File: src/rtl/hb_pkg.sv
package hb_pkg;

  typedef enum logic [2:0] {
    ST_IDLE = 3'd0,  // both gates off, waiting for main rail
    ST_ON   = 3'd1,  // tgt side conducting
    ST_PROP = 3'd2,  // tgt side still conducting, hold interval running
    ST_WAIT = 3'd3,  // both off, waiting for outgoing feedback to fall
    ST_DEAD = 3'd4   // both off, dead-time interval running
  } hb_state_e;

  // Effective dead time: a zero setting still gives one cycle.
  function automatic logic [31:0] dead_span(input logic [31:0] setting);
    return (setting == 32'd0) ? 32'd1 : setting;
  endfunction

  // True in the last cycle of an interval of 'span' cycles.
  function automatic logic span_done(input logic [31:0] elapsed,
                                     input logic [31:0] span);
    return (elapsed + 32'd1) >= span;
  endfunction

endpackage

File: src/rtl/hb_sync.sv
module hb_sync #(
  parameter int W = 1
) (
  input  logic         clk,
  input  logic         rst,
  input  logic [W-1:0] d,
  output logic [W-1:0] q
);
  logic [W-1:0] stage1, stage2;

  always_ff @(posedge clk) begin
    if (rst) begin
      stage1 <= '0;
      stage2 <= '0;
    end else begin
      stage1 <= d;
      stage2 <= stage1;
    end
  end

  assign q = stage2;
endmodule

File: src/rtl/hb_uv_hyst.sv
module hb_uv_hyst (
  input  logic clk,
  input  logic rst,
  input  logic above_on,
  input  logic above_off,
  output logic locked
);
  always_ff @(posedge clk) begin
    if (rst)             locked <= 1'b1;
    else if (above_on)   locked <= 1'b0;
    else if (!above_off) locked <= 1'b1;
  end

  AST_UV_BAND_HOLDS: assert property (@(posedge clk) disable iff (rst)
    (above_off && !above_on) |=> $stable(locked));
  AST_UV_TRIPS: assert property (@(posedge clk) disable iff (rst)
    (!above_off && !above_on) |=> locked);
endmodule

File: src/rtl/hb_span_timer.sv
module hb_span_timer #(
  parameter int W = 8
) (
  input  logic         clk,
  input  logic         rst,
  input  logic         clr,
  output logic [W-1:0] elapsed
);
  always_ff @(posedge clk) begin
    if (rst || clr)         elapsed <= '0;
    else if (elapsed != '1) elapsed <= elapsed + 1'b1;
  end
endmodule

File: src/rtl/hb_deadtime_ctrl.sv
module hb_deadtime_ctrl
  import hb_pkg::*;
#(
  parameter int PROP_W = 4,
  parameter int DEAD_W = 8
) (
  input  logic              clk,
  input  logic              rst,
  input  logic              pwm_cmd,
  input  logic              hs_fb,
  input  logic              ls_fb,
  input  logic              vmain_above_on,
  input  logic              vmain_above_off,
  input  logic              vboot_above_on,
  input  logic              vboot_above_off,
  input  logic [PROP_W-1:0] prop_cyc,
  input  logic [DEAD_W-1:0] dead_cyc,
  output logic              hs_gate,
  output logic              ls_gate
);
  localparam int CNT_W     = (PROP_W > DEAD_W) ? PROP_W : DEAD_W;
  localparam int N_RAIL    = 2;
  localparam int RAIL_MAIN = 0;
  localparam int RAIL_BOOT = 1;

  // Resynchronised command and feedback
  logic [2:0] sync_q;
  logic       pwm_s, hfb_s, lfb_s;

  hb_sync #(.W(3)) u_sync (
    .clk (clk),
    .rst (rst),
    .d   ({pwm_cmd, hs_fb, ls_fb}),
    .q   (sync_q)
  );
  assign {pwm_s, hfb_s, lfb_s} = sync_q;

  // Supply lockout monitors
  logic [N_RAIL-1:0] rail_on, rail_off, rail_lock;
  assign rail_on  = {vboot_above_on,  vmain_above_on};
  assign rail_off = {vboot_above_off, vmain_above_off};

  for (genvar g = 0; g < N_RAIL; g++) begin : g_rail
    hb_uv_hyst u_uv (
      .clk       (clk),
      .rst       (rst),
      .above_on  (rail_on[g]),
      .above_off (rail_off[g]),
      .locked    (rail_lock[g])
    );
  end

  logic main_lock, boot_lock;
  assign main_lock = rail_lock[RAIL_MAIN];
  assign boot_lock = rail_lock[RAIL_BOOT];

  // Sequencer state
  hb_state_e state_q, nxt_state;
  logic      tgt_q, nxt_tgt;   // 1 = upper side
  logic [CNT_W-1:0] elapsed;
  logic [31:0]      span_lim;
  logic             tmr_done, tmr_clr;

  // Named internal events
  logic off_fb_s;     // synchronised feedback of the gate opposite tgt
  logic hs_blocked;   // target is the upper side but bootstrap is locked
  logic cmd_flip;     // command disagrees with the current target
  logic dead_expire;  // dead time finished, gate about to turn on
  logic drive_on;

  assign off_fb_s   = tgt_q ? lfb_s : hfb_s;
  assign hs_blocked = tgt_q & boot_lock;
  assign cmd_flip   = (pwm_s != tgt_q);
  assign span_lim   = (state_q == ST_PROP) ? 32'(prop_cyc)
                                           : dead_span(32'(dead_cyc));
  assign tmr_done   = span_done(32'(elapsed), span_lim);

  hb_span_timer #(.W(CNT_W)) u_timer (
    .clk     (clk),
    .rst     (rst),
    .clr     (tmr_clr),
    .elapsed (elapsed)
  );

  always_comb begin
    nxt_state = state_q;
    nxt_tgt   = tgt_q;
    case (state_q)
      ST_IDLE: begin
        nxt_state = ST_WAIT;
        nxt_tgt   = pwm_s;
      end
      ST_ON: begin
        if (hs_blocked) begin
          nxt_state = ST_WAIT;
          nxt_tgt   = pwm_s;
        end else if (cmd_flip) begin
          if (prop_cyc == '0) begin
            nxt_state = ST_WAIT;
            nxt_tgt   = pwm_s;
          end else begin
            nxt_state = ST_PROP;
          end
        end
      end
      ST_PROP: begin
        if (hs_blocked) begin
          nxt_state = ST_WAIT;
          nxt_tgt   = pwm_s;
        end else if (!cmd_flip) begin
          nxt_state = ST_ON;
        end else if (tmr_done) begin
          nxt_state = ST_WAIT;
          nxt_tgt   = pwm_s;
        end
      end
      ST_WAIT: begin
        if (cmd_flip)                      nxt_tgt   = pwm_s;
        else if (!off_fb_s && !hs_blocked) nxt_state = ST_DEAD;
      end
      ST_DEAD: begin
        if (cmd_flip) begin
          nxt_state = ST_WAIT;
          nxt_tgt   = pwm_s;
        end else if (hs_blocked) begin
          nxt_state = ST_WAIT;
        end else if (tmr_done) begin
          nxt_state = ST_ON;
        end
      end
      default: nxt_state = ST_IDLE;
    endcase
    if (main_lock) begin
      nxt_state = ST_IDLE;
      nxt_tgt   = tgt_q;
    end
  end

  assign tmr_clr     = (nxt_state != state_q);
  assign dead_expire = (state_q == ST_DEAD) && (nxt_state == ST_ON);

  always_ff @(posedge clk) begin
    if (rst) begin
      state_q <= ST_IDLE;
      tgt_q   <= 1'b0;
    end else begin
      state_q <= nxt_state;
      tgt_q   <= nxt_tgt;
    end
  end

  assign drive_on = (state_q == ST_ON) || (state_q == ST_PROP);
  assign hs_gate  = drive_on &  tgt_q & ~main_lock & ~boot_lock;
  assign ls_gate  = drive_on & ~tgt_q & ~main_lock;

  AST_NO_SHOOT_THROUGH: assert property (@(posedge clk) disable iff (rst)
    !(hs_gate && ls_gate));
  AST_HS_ONLY_AFTER_DEAD: assert property (@(posedge clk) disable iff (rst)
    $rose(hs_gate) |-> $past(dead_expire));
  AST_LS_ONLY_AFTER_DEAD: assert property (@(posedge clk) disable iff (rst)
    $rose(ls_gate) |-> $past(dead_expire));
  AST_DEAD_NEEDS_QUIET_FB: assert property (@(posedge clk) disable iff (rst)
    (state_q == ST_DEAD && $past(state_q) == ST_WAIT) |-> !$past(off_fb_s));
  AST_MAIN_LOCK_IDLES: assert property (@(posedge clk) disable iff (rst)
    main_lock |=> (state_q == ST_IDLE));
endmodule

File: config.mk
export PLATFORM = sky130hd
export DESIGN_NAME = hb_deadtime_ctrl
export DESIGN_NICKNAME = d
export VERILOG_FILES = /design/src/rtl/hb_pkg.sv /design/src/rtl/hb_sync.sv /design/src/rtl/hb_uv_hyst.sv /design/src/rtl/hb_span_timer.sv /design/src/rtl/hb_deadtime_ctrl.sv
export SDC_FILE = /design/constraint.sdc
export NUM_CORES = 1
export LEC_CHECK = 0
export ABC_AREA = 1
export ABC_CLOCK_PERIOD_IN_PS = 7000
export BUFFER_PORTS_ARGS = -buffer_cell sky130_fd_sc_hd__buf_2
export CAP_MARGIN = 10
export CORE_UTILIZATION = 60
export DETAILED_ROUTE_END_ITERATION = 12
export GPL_TIMING_DRIVEN = 0
export HOLD_SLACK_MARGIN = 0.08
export PLACE_DENSITY = 0.84
export RECOVER_POWER = 100
export SYNTH_ARGS = -nofsm -noshare
export SYNTH_HDL_FRONTEND = slang
export SYNTH_HIERARCHICAL = 1
export SYNTH_SLANG_ARGS = --single-unit
export TNS_END_PERCENT = 30
File: constraint.sdc
create_clock -name clk -period 7 [get_ports clk]
set_clock_uncertainty 0.2 [all_clocks]
set_input_delay 1.05 -clock clk [delete_from_list [all_inputs] [get_ports clk]]
set_output_delay 1.05 -clock clk [all_outputs]
set_load 0.02 [all_outputs]
==> results of run 1 <==
## worst max-delay path, cell delays in order
cell	delay [ns]
buf_2	0.10
nor4_1	0.31
a211oi_1	0.13
a21oi_1	0.17
ha_1	0.25
inv_1	0.05
nand2_1	0.04
nand2_1	0.05
nand3_1	0.06
nand2_1	0.06
nand2_1	0.05
nand2_1	0.11
nand3_1	0.08
nand2_1	0.07
nand2_1	0.08
a21oi_2	0.12
nand3_1	0.09
nor2_1	0.36
inv_1	0.11
nor2_1	0.09
o21ai_0	0.08
inv_1	0.05
## cell type report
cell class	instances	area, um^2
sequential	20	400
fill	219	629
buffer	1	11.3
timing repair buffer	22	108
clock buffer	4	36.3
inverter	40	151
multi-input combinational	171	905
tap	28	35.0
## per-stage QoR
step                      power [mW]  hold WS [ns]
after floorplan                0.157         0.188
after global placement         0.171         0.190
after detailed placement       0.172         0.193
after CTS                      0.237         0.212
after global routing           0.247         0.230
final                          0.233         0.205
## final timing paths
check                        start                 end  slack [ns]  cells past startpoint
setup reg to reg        state_q[2]  u_timer/elapsed[2]        3.50                     23
hold / removal    u_sync/stage1[2]         u_sync/q[2]        0.20                      2
setup / recovery       dead_cyc[1]  u_timer/elapsed[2]        3.47                     22
hold reg to reg   u_sync/stage1[2]         u_sync/q[2]        0.20                      2
## routing by layer
metal  vias up  wire length, um  GRT usage, %
met5         -                0             0
met4         0               20          9.91
met3         2              137          2.63
met2        36             1120          36.8
met1       596             1440          30.2
li1        785                -             -
## sequential cells by signal, summed over array words and instances (netlist names)
signal and cells:
g_rail.u_uv/locked 2, u_sync/stage1 3, tgt_q 1, u_sync/q 3, state_q 3, u_timer/elapsed 8
## cells by family (layout without fill, tap and decap cells)
kind of cell | after synthesis | after routing
DFF | 20 | 20
AOI/OAI and AO/OA | 21 | 21
adders and majority gates | 10 | 10
buffers and inverters | 41 | 67
xor gates and xnor gates | 7 | 7
muxes | 1 | 1
and+or+nand+nor | 132 | 132
## cells in the final DEF, fill, tap and decap left out, types with 2 or more instances in the layout
master,count
nand2_1,57
inv_1,38
nor2_1,35
nand3_1,21
dfxtp_1,20
buf_2,20
ha_1,10
o21ai_0,8
a21oi_1,7
xor2_1,4
xnor2_1,3
nor3_1,3
nor2_2,3
nand2_2,3
clkbuf_4,3
nor4_1,2
a211oi_1,2
nand3b_1,2
nand2_4,2
nor2_4,2
nand4_1,2
clkbuf_1,2
## power breakdown
group	switching, mW	internal [mW]	leakage, nW
combinational	0.0263	0.0188	0.672
sequential	0.00405	0.118	0.164
clock	0.0342	0.0317	0.0210
total	0.0646	0.169	0.857
==> out/results.tsv, run 1 <==
stage	metric	value	unit
min_path	hp-class	reg2reg	
route	vias	1419	
route	drt-initial-drc-count	39	
timing	setup_viol	0	
timing	slew_headroom	61.0	%
floorplan	initial_core_util	65.6	%
synthesis	avgSynthCellArea	6.43	um^2
synthesis	syn_inst	232	
place	dp_slack	3.38	ns
synthesis	yosys.area_share.simple	40.6	%
final_layout	area_growth_syn_to_layout	10.3	%
critical_path	cp.arrival	3.58	ns
place	dpl.hpwl	2.11	mm
clocking	cts_max_level	1	
synthesis	synth_compound_area_share	8.05	%
critical_path	crit_path_end_kind	flop	
flow_run	maxCapViolations	0	
clocking	cts_sinks	20	
critical_path	worstSetupPathType	in2reg	
final_layout	final_area	1650	um^2
timing	drv_slew	0	
global_route	grt_usage	22.7	%
final_layout	num_antenna_cells	0	
timing	finalHoldViolCount	0	
synthesis	ys_seq_area_share	26.8	%
floorplan	chipWidth	51.9	um
power	p_leak	0.857	nW
clocking	cts-resized-gates	0	
floorplan	die-height	51.9	um
route	firstDrtPassIters	4	
synthesis	async_flop_share	0	%
power	power_density	142	nW/um^2
clocking	clockRootBuffer	clkbuf_4	
final_layout	fin_util	72.3	%
timing	tns	0	ns
synthesis	yosysMostFrequentCell	nand2_1	
route	drt-total-wl	2.71	mm
timing	finalWorstSetupSlack	3.47	ns
floorplan	die_area	2690	um^2
floorplan	rows	17	
critical_path	crit_required	7.05	ns
synthesis	synth_common_cells	nand2_1, inv_1, nor2_1	
clocking	cts_tree	built	
timing	max_freq	283	MHz
place	gp_congestion	0.868	
clocking	cts_buffers	3	
synthesis	synth_area_leaders	dfxtp_1, nand2_1, inv_1, nor2_1, ha_1	
floorplan	ios	23	
synthesis	synth.lib_cells_used.distinct	30	
timing	finalCriticalPeriod	3.53	ns
synthesis	yosys.area_share.xor_xnor	4.61	%
floorplan	core_area	2280	um^2
clocking	clockBufferDepth	2	
place	placed_area	1640	um^2
global_route	overflow	0	
route	viasPerCell	4.96	
place	numPortBuffers	22	
synthesis	yosysTopAreaCellShare	26.8	%
timing	final.period_utilization	50.4	%
synthesis	synth-adder-area-share	8.38	%
global_route	grt_max_degree	14	
run_status	status	finished clean	
timing	grt_setup_unrepaired	no	
route	wire_per_inst	9.48	um
route	ant_nets	0	
critical_path	critPathLaunchType	primary input	
synthesis	synth-edff-count	0	
synthesis	synth.cell_area	1490	um^2
synthesis	synth_top_family_by_area	simple AND/OR/NAND/NOR gates	
timing	worst_slew_pin_slew	0.580	ns
synthesis	ys.flop_type	dfxtp_1	
synthesis	synth_warnings	6	
synthesis	yosysTopAreaCell	dfxtp_1	
final_layout	layout.cells.non_filler	286	
global_route	antenna_found_initial	0	
synthesis	synth.net_count	263	
synthesis	ys_seq_elements	20	
clocking	insertion_delay	0.30	ns
power	ir_worst_vdd	143	uV
route	route.detailed.drc	0	
clocking	post_cts.repair.setup_buffers	0	
global_route	grt_pass1_wl	4.62	mm
final_layout	drive_above_1_share	14.3	%
global_route	grt_pass1_vias	1152	
place	dpl.cell_count	282	
synthesis	muxShareOfSynthArea	0.671	%
clocking	clk_pin_slew	0.11	ns
final_layout	nNetsFinal	290	
critical_path	cp_max_fo	7	
clocking	postCtsHoldBufs	0	
(Power assumes the default switching activity.)
==> inputs of run 2 (changes only) <==
- ABC_CLOCK_PERIOD_IN_PS: 7000 -> 3200
- CORE_UTILIZATION: 60 -> 51
- PLACE_DENSITY: 0.84 -> 0.76
- clock period: 7 -> 3.2 ns (I/O delays scaled with it)
==> run 2 against run 1 <==
Net effect: routed wire length increased by 6.0%; power increased by 150%; non-clock buffer count increased by 5; utilization decreased by 8.7 points; count of clock-buffer cells in the layout decreased by 1; sequential share of layout area decreased by 1.3 points; combinational power increased by 150%; register-to-register slack got worse by 3.2 ns; clock power increased to 3.0 times the previous value; cell count increased by 2.8%; largest cell class unchanged; highest routed layer unchanged.
==> out/results.tsv, run 2 (synthesis gave the netlist of run 1 again) <==
stage	metric	value	unit
run_status	status	finished clean	
flow_run	maxCapViolations	0	
global_route	overflow	0	
timing	finalCriticalPeriod	2.94	ns
critical_path	cpMaxStageDelayCell	dfxtp_1	
final_layout	drive_above_1_share	19.8	%
critical_path	r2r_cells	23	
timing	final.period_utilization	92.0	%
final_layout	n_fill_cell	299	
timing	drv_slew	0	
floorplan	die-height	56.1	um
place	dpl.hpwl	2.23	mm
critical_path	rr_endpoint	u_timer/elapsed[7]	
final_layout	final_common_cell	nand2_1	
timing	worst_slew_pin_slew	0.584	ns
clocking	cts_sinks	20	
power	p_total	582	uW
final_layout	area_growth_syn_to_layout	17.6	%
power	ir_worst_vdd	340	uV
timing	holdWs	0.174	ns
critical_path	regToRegSetupSlack	0.26	ns
floorplan	rows	19	
clocking	insertion_delay	0.29	ns
place	numPortBuffers	22	
floorplan	chipWidth	56.1	um
min_path	hp-start	pwm_cmd	
timing	finalHoldViolCount	0	
global_route	grt_pass1_wl	5.20	mm
clocking	clockBufferDepth	2	
critical_path	path_cells	buf_6 -> inv_1 -> nand3_4 -> clkinvlp_4 -> a211oi_2 -> a21oi_1 -> ha_1 -> inv_1 -> nand2_1 -> nand2_1 -> nand3_1 -> nand2_1 -> nand2_1 -> nand2_2 -> nand3_1 -> nand2_1 -> nand2_1 -> a21oi_2 -> nand3_2 -> nor2_4 -> buf_4 -> nand2_1 -> nor2_1	
final_layout	nNetsFinal	295	
critical_path	cp.arrival	2.98	ns
timing	setup_viol	0	
power	power_density	331	nW/um^2
final_layout	largest_reg_flops	8	
critical_path	critical-path-max-stage-delay	0.34	ns
floorplan	die_area	3150	um^2
floorplan	core_area	2760	um^2
min_path	hold_depth	3	
route	viasPerCell	4.94	
place	gp_congestion	0.853	
final_layout	final_cell_mix	nand2_1, inv_1, nor2_1	
clocking	clk_pin_slew	0.11	ns
critical_path	crit_path_end_kind	flop	
route	route.detailed.drc	0	
global_route	grt_max_degree	14	
place	placed_area	1640	um^2
route	ant_nets	0	
floorplan	initial_core_util	54.1	%
critical_path	worstSetupPathType	reg2reg	
final_layout	largest_register	u_timer/elapsed	
route	vias	1452	
critical_path	crit_required	3.23	ns
critical_path	crit_top_cell	nand2_1	
clocking	cts_tree	built	
floorplan	ios	23	
timing	slew_headroom	61.0	%
critical_path	rr_startpoint	state_q[0]	
clocking	clockRootBuffer	clkbuf_4	
final_layout	final_area	1760	um^2
final_layout	fin_util	63.7	%
global_route	grt_pass1_vias	1316	
min_path	min_to	u_sync/stage1[2]	
place	dp_slack	0.0912	ns
clocking	cts_buffers	3	
route	firstDrtPassIters	4	
global_route	antenna_found_initial	0	
global_route	grt_usage	19.9	%
route	drt-initial-drc-count	72	
min_path	hp-class	in2reg	
route	drt-total-wl	2.87	mm
critical_path	cp_max_fo	8	
timing	finalWorstSetupSlack	0.256	ns
final_layout	num_antenna_cells	0	
timing	max_freq	340	MHz
critical_path	critPathLaunchType	flop	
power	p_leak	0.895	nW
clocking	cts_max_level	1	
route	wire_per_inst	9.77	um
## run 2: cell types whose count changed in the layout (fill, tap and decap cells not counted), moves of 2 or more
cell	previous run	this run
nand3_2	0	2
dfxtp_1	20	17
buf_4	0	5
nand3_1	21	18
o21ai_1	0	4
o21ai_0	8	4
dfxtp_2	0	3
## run 2: where the power goes
group	internal [mW]	total [mW]	switching [mW]
sequential	0.259	0.268	0.00957
clock	0.126	0.200	0.0739
combinational	0.0500	0.113	0.0630
## run 2: final cells by class
cell class	count	area (um^2)	area share, %
clock inverter	1	30.0	1.71
sequential	20	404	23.0
inverter	40	155	8.84
buffer	1	11.3	0.641
tap	31	38.8	2.21
timing repair buffer	27	144	8.20
multi-input combinational	171	950	54.1
clock buffer	3	22.5	1.28
## run 2: timing repair
action / 4_1_cts / 5_1_grt
endpoints found under the setup margin: 0 / 8
hold buffers: 0 / 0
buffers inserted: 0 / 5
resized for setup: 0 / 9
## run 2: critical path: cells and delay by family, from the launching register on
family          cells  cell delay, ns
flops               1            0.34
simple gates       14            1.12
compound gates      3            0.41
buf+inv             5            0.53
fa+ha+maj           1            0.28
## run 2: per-layer routing
layer	routed length, um	track usage (%)	vias to the layer above
met3	96	1.40	2
li1	-	-	796
met2	1340	34.7	30
met1	1410	26.5	624
met4	21	5.23	0
met5	0	0	-
## run 2: per-stage QoR
step	instances	setup TNS (ns)
2_1_floorplan	232	0
3_3_place_gp	285	0
3_5_place_dp	285	0
4_1_cts	289	0
5_1_grt	294	-0.00881
6_report	294	0
## run 2: worst max-delay path by stage
stage	slack, ns	end	from
2_1_floorplan	0.48	u_timer/elapsed[2]	state_q[0]
3_3_place_gp	0.10	u_timer/elapsed[2]	state_q[2]
3_5_place_dp	0.09	u_timer/elapsed[2]	state_q[2]
4_1_cts	0.04	u_timer/elapsed[2]	state_q[2]
5_1_grt	-0.009	u_timer/elapsed[2]	state_q[0]
6_report	0.26	u_timer/elapsed[7]	state_q[0]
